$ cat config.mk
export PLATFORM = sky130hd
export DESIGN_NAME = ecc_dual_half_gen
export DESIGN_NICKNAME = d
export VERILOG_FILES = /design/src/rtl/ecc_pkg.sv /design/src/rtl/ecc_half_acc.sv /design/src/rtl/ecc_cmd_ctrl.sv /design/src/rtl/ecc_result_mux.sv /design/src/rtl/ecc_dual_half_gen.sv
export SDC_FILE = /design/constraint.sdc
export NUM_CORES = 1
export LEC_CHECK = 0
export ABC_CLOCK_PERIOD_IN_PS = 2700
export BUFFER_PORTS_ARGS = -buffer_cell sky130_fd_sc_hd__buf_2
export CORE_AREA = 3 3 91 93
export DETAILED_ROUTE_END_ITERATION = 7
export DIE_AREA = 0 0 94 96
export PLACE_DENSITY_LB_ADDON = 0.08
export RECOVER_POWER = 100
export SLEW_MARGIN = 20
export SYNTH_ARGS = -nofsm -noshare
export SYNTH_HDL_FRONTEND = slang
export SYNTH_HIERARCHICAL = 1
export SYNTH_SLANG_ARGS = --single-unit
$ cat constraint.sdc
create_clock -name clk -period 2.7 [get_ports clk]
set_clock_uncertainty 0.1 [all_clocks]
set_input_delay 0.135 -clock clk [delete_from_list [all_inputs] [get_ports clk]]
set_output_delay 0.135 -clock clk [all_outputs]
set_load 0.02 [all_outputs]
$ cat src/rtl/ecc_pkg.sv
package ecc_pkg;

  typedef enum logic [1:0] {
    MD_DATA   = 2'd0,
    MD_CLEAR  = 2'd1,
    MD_CALC   = 2'd2,
    MD_RESULT = 2'd3
  } ecc_mode_e;

  localparam int CP_W = 6;

  // overall parity of a byte
  function automatic logic byte_par(input logic [7:0] b);
    return ^b;
  endfunction

  // column group parities, result bit n is CPn
  function automatic logic [CP_W-1:0] col_par(input logic [7:0] b);
    logic [CP_W-1:0] c;
    c[0] = ^(b & 8'h55);
    c[1] = ^(b & 8'hAA);
    c[2] = ^(b & 8'h33);
    c[3] = ^(b & 8'hCC);
    c[4] = ^(b & 8'h0F);
    c[5] = ^(b & 8'hF0);
    return c;
  endfunction

  // stored column byte: inverted parities with two padding ones
  function automatic logic [7:0] col_byte(input logic [CP_W-1:0] cp);
    return {~cp, 2'b11};
  endfunction

endpackage

$ cat src/rtl/ecc_half_acc.sv
module ecc_half_acc
  import ecc_pkg::*;
#(
  parameter int IDX_W = 8
) (
  input  logic                 clk,
  input  logic                 rst_n,
  input  logic                 clr,
  input  logic                 en,
  input  logic [IDX_W-1:0]     idx,
  input  logic [7:0]           din,
  output logic [2*IDX_W-1:0]   lp_o,
  output logic [CP_W-1:0]      cp_o
);
  localparam int LP_W = 2 * IDX_W;

  // line parity toggle mask for one byte at index ix with parity p
  function automatic logic [LP_W-1:0] line_mask(input logic [IDX_W-1:0] ix,
                                                input logic p);
    logic [LP_W-1:0] m;
    for (int k = 0; k < IDX_W; k++) begin
      m[2*k+1] = p & ix[k];
      m[2*k]   = p & ~ix[k];
    end
    return m;
  endfunction

  logic [LP_W-1:0] lp_q;
  logic [CP_W-1:0] cp_q;
  logic            din_par;

  assign din_par = byte_par(din);

  always_ff @(posedge clk or negedge rst_n) begin
    if (!rst_n) begin
      lp_q <= '0;
      cp_q <= '0;
    end else if (clr) begin
      lp_q <= '0;
      cp_q <= '0;
    end else if (en) begin
      lp_q <= lp_q ^ line_mask(idx, din_par);
      cp_q <= cp_q ^ col_par(din);
    end
  end

  assign lp_o = lp_q;
  assign cp_o = cp_q;


  acc_clear_chk: assert property (@(posedge clk) disable iff (!rst_n)
    clr |=> (lp_q == '0) && (cp_q == '0));


  acc_hold_chk: assert property (@(posedge clk) disable iff (!rst_n)
    (!en && !clr) |=> ($stable(lp_q) && $stable(cp_q)));


  line_even_chk: assert property (@(posedge clk) disable iff (!rst_n)
    (en && !clr && !din_par) |=> $stable(lp_q));

endmodule

$ cat src/rtl/ecc_cmd_ctrl.sv
module ecc_cmd_ctrl
  import ecc_pkg::*;
#(
  parameter int          IDX_W       = 8,
  parameter logic [7:0]  CODE_CLEAR  = 8'hF4,
  parameter logic [7:0]  CODE_CALC   = 8'hB4,
  parameter logic [7:0]  CODE_RESULT = 8'hD4
) (
  input  logic              clk,
  input  logic              rst_n,
  input  logic              mode_wr,
  input  logic [7:0]        mode_val,
  input  logic              byte_vld,
  input  logic              word_rd,
  output logic              clr_o,
  output logic [1:0]        half_en_o,
  output logic [IDX_W-1:0]  idx_o,
  output logic [1:0]        ptr_o,
  output logic              valid_o
);
  localparam int               CNT_W        = IDX_W + 2;
  localparam logic [CNT_W-1:0] SECTOR_BYTES = CNT_W'(2 << IDX_W);
  localparam logic [1:0]       LAST_WORD    = 2'd2;

  function automatic ecc_mode_e decode_mode(input logic [7:0] c);
    if (c == CODE_CLEAR)       return MD_CLEAR;
    else if (c == CODE_CALC)   return MD_CALC;
    else if (c == CODE_RESULT) return MD_RESULT;
    else                       return MD_DATA;
  endfunction

  ecc_mode_e        mode_q;
  logic [CNT_W-1:0] cnt_q;
  logic [1:0]       ptr_q;

  // named events
  logic clr_cmd;
  logic acc_fire;
  logic word_adv;

  assign clr_cmd  = mode_wr && (mode_val == CODE_CLEAR);
  assign acc_fire = byte_vld && (mode_q == MD_CALC) && (cnt_q < SECTOR_BYTES);
  assign word_adv = word_rd && (mode_q == MD_RESULT);

  always_ff @(posedge clk or negedge rst_n) begin
    if (!rst_n)       mode_q <= MD_DATA;
    else if (mode_wr) mode_q <= decode_mode(mode_val);
  end

  always_ff @(posedge clk or negedge rst_n) begin
    if (!rst_n)        cnt_q <= '0;
    else if (clr_cmd)  cnt_q <= '0;
    else if (acc_fire) cnt_q <= cnt_q + 1'b1;
  end

  always_ff @(posedge clk or negedge rst_n) begin
    if (!rst_n)        ptr_q <= '0;
    else if (clr_cmd)  ptr_q <= '0;
    else if (word_adv) ptr_q <= (ptr_q == LAST_WORD) ? 2'd0 : ptr_q + 2'd1;
  end

  assign clr_o     = clr_cmd;
  assign half_en_o = acc_fire ? (cnt_q[IDX_W] ? 2'b10 : 2'b01) : 2'b00;
  assign idx_o     = cnt_q[IDX_W-1:0];
  assign ptr_o     = ptr_q;
  assign valid_o   = (mode_q == MD_RESULT);


  cnt_no_overflow_chk: assert property (@(posedge clk) disable iff (!rst_n)
    cnt_q <= SECTOR_BYTES);


  cnt_stop_chk: assert property (@(posedge clk) disable iff (!rst_n)
    (cnt_q == SECTOR_BYTES && !clr_cmd) |=> (cnt_q == SECTOR_BYTES));


  half_onehot_chk: assert property (@(posedge clk) disable iff (!rst_n)
    $onehot0(half_en_o));


  ptr_range_chk: assert property (@(posedge clk) disable iff (!rst_n)
    ptr_q != 2'd3);


  ptr_wrap_chk: assert property (@(posedge clk) disable iff (!rst_n)
    (word_adv && ptr_q == LAST_WORD && !clr_cmd) |=> (ptr_q == 2'd0));


  ptr_hold_chk: assert property (@(posedge clk) disable iff (!rst_n)
    (word_rd && mode_q != MD_RESULT && !clr_cmd) |=> $stable(ptr_q));


  calc_only_chk: assert property (@(posedge clk) disable iff (!rst_n)
    (mode_q != MD_CALC && !clr_cmd) |=> $stable(cnt_q));

endmodule

$ cat src/rtl/ecc_result_mux.sv
module ecc_result_mux
  import ecc_pkg::*;
#(
  parameter int IDX_W = 8
) (
  input  logic                clk,
  input  logic                rst_n,
  input  logic [2*IDX_W-1:0]  lp_a,
  input  logic [CP_W-1:0]     cp_a,
  input  logic [2*IDX_W-1:0]  lp_b,
  input  logic [CP_W-1:0]     cp_b,
  input  logic [1:0]          ptr,
  input  logic                valid,
  output logic [15:0]         word_o
);
  logic [7:0] col_a;
  logic [7:0] col_b;

  assign col_a = col_byte(cp_a);
  assign col_b = col_byte(cp_b);

  always_comb begin
    word_o = 16'h0000;
    if (valid) begin
      case (ptr)
        2'd0:    word_o = {~lp_a[15:8], ~lp_a[7:0]};
        2'd1:    word_o = {~lp_b[7:0], col_a};
        2'd2:    word_o = {col_b, ~lp_b[15:8]};
        default: word_o = 16'h0000;
      endcase
    end
  end


  col_pad_lo_chk: assert property (@(posedge clk) disable iff (!rst_n)
    (valid && ptr == 2'd1) |-> (word_o[1:0] == 2'b11));


  col_pad_hi_chk: assert property (@(posedge clk) disable iff (!rst_n)
    (valid && ptr == 2'd2) |-> (word_o[9:8] == 2'b11));


  idle_zero_chk: assert property (@(posedge clk) disable iff (!rst_n)
    !valid |-> (word_o == 16'h0000));

endmodule

$ cat src/rtl/ecc_dual_half_gen.sv
module ecc_dual_half_gen
  import ecc_pkg::*;
#(
  parameter int          IDX_W       = 8,
  parameter logic [7:0]  CODE_CLEAR  = 8'hF4,
  parameter logic [7:0]  CODE_CALC   = 8'hB4,
  parameter logic [7:0]  CODE_RESULT = 8'hD4
) (
  input  logic        clk,
  input  logic        rst_n,
  input  logic        mode_wr,
  input  logic [7:0]  mode_val,
  input  logic        byte_vld,
  input  logic [7:0]  byte_in,
  input  logic        word_rd,
  output logic        ecc_valid,
  output logic [15:0] ecc_word
);
  localparam int LP_W   = 2 * IDX_W;
  localparam int HALVES = 2;

  logic              clr;
  logic [1:0]        half_en;
  logic [IDX_W-1:0]  idx;
  logic [1:0]        ptr;
  logic [LP_W-1:0]   lp_arr [HALVES];
  logic [CP_W-1:0]   cp_arr [HALVES];

  ecc_cmd_ctrl #(
    .IDX_W(IDX_W), .CODE_CLEAR(CODE_CLEAR),
    .CODE_CALC(CODE_CALC), .CODE_RESULT(CODE_RESULT)
  ) u_ctrl (
    .clk(clk), .rst_n(rst_n),
    .mode_wr(mode_wr), .mode_val(mode_val),
    .byte_vld(byte_vld), .word_rd(word_rd),
    .clr_o(clr), .half_en_o(half_en), .idx_o(idx),
    .ptr_o(ptr), .valid_o(ecc_valid)
  );

  for (genvar h = 0; h < HALVES; h++) begin : g_half
    ecc_half_acc #(.IDX_W(IDX_W)) u_acc (
      .clk(clk), .rst_n(rst_n),
      .clr(clr), .en(half_en[h]),
      .idx(idx), .din(byte_in),
      .lp_o(lp_arr[h]), .cp_o(cp_arr[h])
    );
  end

  ecc_result_mux #(.IDX_W(IDX_W)) u_mux (
    .clk(clk), .rst_n(rst_n),
    .lp_a(lp_arr[0]), .cp_a(cp_arr[0]),
    .lp_b(lp_arr[1]), .cp_b(cp_arr[1]),
    .ptr(ptr), .valid(ecc_valid),
    .word_o(ecc_word)
  );


  result_enter_chk: assert property (@(posedge clk) disable iff (!rst_n)
    (mode_wr && mode_val == CODE_RESULT) |=> ecc_valid);


  data_enter_chk: assert property (@(posedge clk) disable iff (!rst_n)
    (mode_wr && mode_val != CODE_RESULT) |=> !ecc_valid);

endmodule

==> run summary, run 1 <==
Worst-Margin Slew = 1.15 ns
Die H = 96 um
leakage power = 0.00172 uW
CP max-delay cell = dfrtp_1
share of layout cells above drive strength 1 = 20.5%
Final Cell Area = 0.00408 sq mm
top_reg_cell synth = dfrtp_1
fin nets = 432
startpoint types = register
Avg Cell Area, Syn = 9.80 sq um
Area Overhead vs Synth = 9.65%
peak supply drop = 0.000315 V
Starting Density = 48.9%
count of final hold-check violations = 0
Die ar. = 0.00902 sq mm
largest stage delay on the critical path = 0.47 ns
H-tree depth = 3
Synth cell types = 43
via/cell ratio = 5.39
clk buf depth = 2
Mapped Area = 0.00372 sq mm
final setup violating endpoints = 0
hold_sp = word_rd
synthesized flop and latch total = 58
DR iter-0 viols = 101
largest net degree at the start of global routing = 57
max-slew violations = 0
clock latency on the worst-skew pair = 0.34 ns
gpl congestion = 0.735
largest cells by area after synthesis = dfrtp_1 39%, xor2_1 6.1%, o21ai_0 4.8%
DRC errors left = 0
share of the synthesized area in the top cell type = 39.0%
Max-cap violations = 0
Root Driver = clkbuf_8
Synthesized Nets = 402
r2r startpoint = u_ctrl/mode_q[1]
cell count after synthesis = 380
via count of the first global-routing pass = 2708
Port Buf Inserts = 37
Worst Setup End Kind = primary output
initial antenna violation count = 0
crit path DAT = 2.26 ns
DR WL/cell = 16.2 um
register area share after synthesis = 39.0%
Detailed Routing Iterations Pass 1 = 4
Clock Sinks = 58
first-pass GRT wire length = 14000 um
YS warnings = 6
Via Count = 2788
area leader, netlist = dfrtp_1
setup TNS = 0 ns
Die Span X = 94 um
fraction of registers with async set/reset = 100%
Max-slew headroom = 23.3%
TritonCTS Buffers = 9
fin crit share = 92.4%
Post-synth EDFFs = 0
CP Data Required Time = 2.47 ns
FP Rows = 32
Post-DP HPWL = 5580 um
maximum clock rate = 0.401 GHz
crit-path cells = inv_1 -> nor2_2 -> clkinvlp_4 -> buf_4 -> o32ai_1 -> buf_2
Total GRT Usage = 20.5%
Cell Pwr Density = 588 mW/mm^2
clock transition at the registers of the reported paths = 0.07 ns
number of I/O pins = 38
final WL = 8400 um
core footprint = 0.00761 sq mm
Antenna Nets Post-Route = 0
outcome = finished clean
Min-Delay Path Class = primary input to register
ANT cells = 0
CP Max Fanout = 12
grt ovf = 0
RSZ-0062 raised after global routing = false
kind of critical path = register to primary output
Final min period = 2.50 ns
CTS tree = yes
Critical Path Start = u_ctrl/mode_q[1]
Post-DP Area = 0.00381 sq mm
-- synth_stat cells (all sizes together), types with 12 or more instances --
master	n
nand2	37
nor2	29
a21oi	35
or3	32
o32ai	12
xnor2	23
mux2	12
o21ai	36
nand2b	19
buf	21
dfrtp	58
xor2	28
-- cell families after synthesis --
group	after synthesis	share of synthesized area (%)
adders and majority gates	1	0.336
muxes	12	4.13
xor gates and xnor gates	51	13.6
DFF	58	39.0
buffers and inverters	32	7.09
and+or+nand+nor	140	20.7
AOI/OAI and AO/OA	86	15.2
-- registers in the layout (all words and copies together), names as in the netlist --
register,cells
g_half.u_acc/lp_o,32
u_ctrl/ptr_o,2
u_ctrl/cnt_q,10
u_ctrl/mode_q,2
g_half.u_acc/cp_o,12
-- stage by stage --
stage | hold slack (ns) | total power [uW] | std cells | util [%] | worst slack (ns)
after floorplan | -0.261 | 1330 | 380 | - | 0.591
after global placement | 0.0196 | 1380 | 494 | 50.1 | 0.454
after detailed placement | 0.0160 | 1390 | 494 | 50.1 | 0.399
after CTS | 0.112 | 2410 | 515 | 54.1 | 0.128
after global routing | 0.148 | 2530 | 517 | 53.7 | 0.0962
final | 0.130 | 2400 | 517 | 53.7 | 0.204
-- final timing paths --
check	end	slack, ns	cells after the start
min reg2reg	u_ctrl/cnt_q[9]	0.44	2
max reg2reg	g_half[1].u_acc/lp_o[15]	0.34	6
min in group asynchronous	u_ctrl/ptr_o[1]	0.44	2
min	u_ctrl/ptr_o[0]	0.13	4
max	ecc_word[12]	0.20	6
max in group asynchronous	g_half[0].u_acc/cp_o[3]	0.91	3
-- critical path, delay by kind of cell (launching register included) --
family	cells	cell delay, ns
flops	1	0.47
simple gates	1	0.33
buf+inv	4	0.72
compound gates	1	0.41
-- metal layers --
metal / track usage, % / vias to the layer above / routed length, um
met5: 0 / - / 0
met4: 7.58 / 0 / 143
met3: 4.22 / 10 / 243
met2: 32.3 / 39 / 4030
met1: 28.0 / 1358 / 3980
li1: - / 1381 / -
-- area by class of cell --
type / instances / area [sq um]
repair buffers: 48 / 270
fillers: 730 / 3530
flip-flops and latches: 58 / 1450
well taps: 102 / 128
inverters: 3 / 15.0
clock buffers: 11 / 151
clock inverters: 5 / 100
multi-input cells: 290 / 1970
-- repair_timing --
item | CTS | global route
endpoints found under the hold margin | 21 | 0
setup buffers | 0 | 2
hold buffers | 5 | 0
resized for setup | 0 | 3
endpoints found under the setup margin | 0 | 4
-- placed cells by master, fill, tap and decap left out, drive strengths merged, types with 23 or more instances in the layout --
cell	instances
o21ai	36
or3	32
buf	35
dfrtp	58
nand2	37
a21oi	35
xnor2	23
xor2	28
nor2	29
-- report_power, final --
part           internal, uW  switching, uW
Sequential              934           62.0
Clock                   661            356
Combinational           157            232
Total                  1750            650
No activity file was read; power rests on OpenSTA's default activity.
==> run 2, diff against run 1 <==
--- a/config.mk
+++ b/config.mk
@@ -6,7 +6,7 @@
 export NUM_CORES = 1
 export LEC_CHECK = 0
 export ABC_CLOCK_PERIOD_IN_PS = 2700
-export BUFFER_PORTS_ARGS = -buffer_cell sky130_fd_sc_hd__buf_2
+export BUFFER_PORTS_ARGS = -buffer_cell sky130_fd_sc_hd__buf_4
 export CORE_AREA = 3 3 91 93
 export DETAILED_ROUTE_END_ITERATION = 7
 export DIE_AREA = 0 0 94 96
==> run summary, run 2 (synthesis gave the netlist of run 1 again) <==
H-tree depth = 3
Root Driver = clkbuf_8
count of final hold-check violations = 0
CP Data Required Time = 2.47 ns
fin nets = 431
number of I/O pins = 38
Worst Setup End Kind = primary output
Area Overhead vs Synth = 11.6%
Worst-Margin Slew = 1.45 ns
worst reg-to-reg path cell count = 6
share of layout cells above drive strength 1 = 23.2%
gpl congestion = 0.832
core footprint = 0.00761 sq mm
crit path DAT = 2.30 ns
first-pass GRT wire length = 13800 um
max-slew violations = 0
Die ar. = 0.00902 sq mm
Via Count = 2764
r2r startpoint = u_ctrl/mode_q[0]
largest stage delay on the critical path = 0.50 ns
largest net degree at the start of global routing = 59
Min-Delay Path Class = primary input to register
endpoint of the worst register-to-register path = g_half[1].u_acc/lp_o[11]
register area = 0.00145 sq mm
Max-cap violations = 0
final setup violating endpoints = 0
most frequent cells in the layout = 58 x dfrtp_1, 37 x nand2_1, 36 x o21ai_0, 35 x a21oi_1, 29 x nor2_1
Total GRT Usage = 19.8%
Post-DP Area = 0.00391 sq mm
RSZ-0062 raised after global routing = false
via/cell ratio = 5.36
Final Cell Area = 0.00415 sq mm
Port Buf Inserts = 37
peak supply drop = 0.000324 V
crit path buf inv count = 4
Post-DP HPWL = 5630 um
maximum clock rate = 0.394 GHz
clk buf depth = 2
Max-slew headroom = 3.17%
leakage power = 0.00175 uW
Die Span X = 94 um
via count of the first global-routing pass = 2698
switching power = 651 uW
most used cell, CP = buf_4
max reg flops = 32
Antenna Nets Post-Route = 0
startpoint types = register
setup TNS = 0 ns
clock power share = 38.6%
Hold Path End = u_ctrl/mode_q[1]
Cell Pwr Density = 552 mW/mm^2
Die H = 96 um
Fin Hold WS = 0.0301 ns
DR iter-0 viols = 86
Starting Density = 48.9%
FP Rows = 32
clock transition at the registers of the reported paths = 0.06 ns
switching share of power = 28.4%
internal power = 1640 uW
TritonCTS Buffers = 9
Multi-input gate area = 0.00202 sq mm
crit-path cells = inv_1 -> nor2_1 -> clkinvlp_4 -> buf_4 -> o32ai_1 -> buf_4
grt ovf = 0
outcome = finished clean
Total Power = 2290 uW
sequential fraction of design power = 43.6%
CP Max Fanout = 13
DRC errors left = 0
hold_sp = mode_val[5]
flop2flop setup slack = 0.51 ns
Crit path max-delay family = buffers and inverters
cell count after placement = 493
Detailed Routing Iterations Pass 1 = 4
combinational share of power = 17.8%
clock latency on the worst-skew pair = 0.33 ns
fin crit share = 93.9%
CTS tree = yes
ANT cells = 0
non-filler cells in the finished layout = 516
worst hold path depth = 4
DR WL/cell = 16.1 um
final WL = 8300 um
most common cell after layout, fill and taps aside = dfrtp_1
initial antenna violation count = 0
Fill cells = 693
CP max-delay cell = nor2_1
Final min period = 2.54 ns
kind of critical path = register to primary output
Clock Sinks = 58
run 2: cell count changes in the layout (fill, tap and decap cells not counted), sizes merged:
cell	before	now
buf	35	26
bufinv	3	2
clkbuf	19	26
clkinv	2	4
run 2: cell type report:
cell class | instances | share of cell area [%]
clock buffers | 10 | 3.31
clock inverters | 6 | 1.93
inverters | 3 | 0.362
multi-input cells | 290 | 48.7
flip-flops and latches | 58 | 35.0
well taps | 102 | 3.07
repair buffers | 47 | 7.68
run 2: metal layers:
layer	GRT usage [%]	vias up	part of all wire (%)
met5	0	-	0
met4	6.14	0	0.94
met3	3.13	11	4.1
met2	30.4	52	48
met1	28.7	1332	47
li1	-	1369	-
run 2: what timing repair did:
item / in CTS / in global routing
endpoints found under the hold margin: 60 / 0
buffers inserted: 0 / 2
resized for setup: 0 / 2
setup endpoints to repair: 0 / 4
hold buffers: 5 / 0
run 2: worst max-delay path by stage:
stage	start	endpoint	slack, ns	cells after the start
6_report	u_ctrl/mode_q[1]	ecc_word[15]	0.16	6
2_1_floorplan	u_ctrl/mode_q[0]	g_half[1].u_acc/lp_o[7]	0.59	8
4_1_cts	u_ctrl/mode_q[1]	ecc_word[15]	0.14	5
5_1_grt	u_ctrl/mode_q[1]	ecc_word[15]	0.02	6
3_3_place_gp	byte_in[4]	g_half[1].u_acc/lp_o[1]	0.42	6
3_5_place_dp	byte_in[3]	g_half[0].u_acc/lp_o[15]	0.46	6
run 2: worst min-delay path, cell delays in order:
cell and delay, ns:
buf_4 0.09, xor2_1 0.06, nand2_1 0.06, o21ai_0 0.07
run 2: metrics by stage:
stage	utilization, %	setup WS (ns)
floorplan	-	0.591
CTS	54.9	0.143
finish	54.6	0.164
global placement	51.2	0.422
detailed placement	51.4	0.463
global route	54.6	0.0183
run 2: power groups by stage:
| stage | logic (uW) | registers (uW) | clock network [uW] |
|---|---|---|---|
| floorplan | 339 | 992 | 0 |
| global placement | 379 | 1010 | 0 |
| detailed placement | 398 | 1010 | 0 |
| CTS | 403 | 998 | 901 |
| global route | 449 | 1010 | 943 |
| finish | 408 | 998 | 885 |
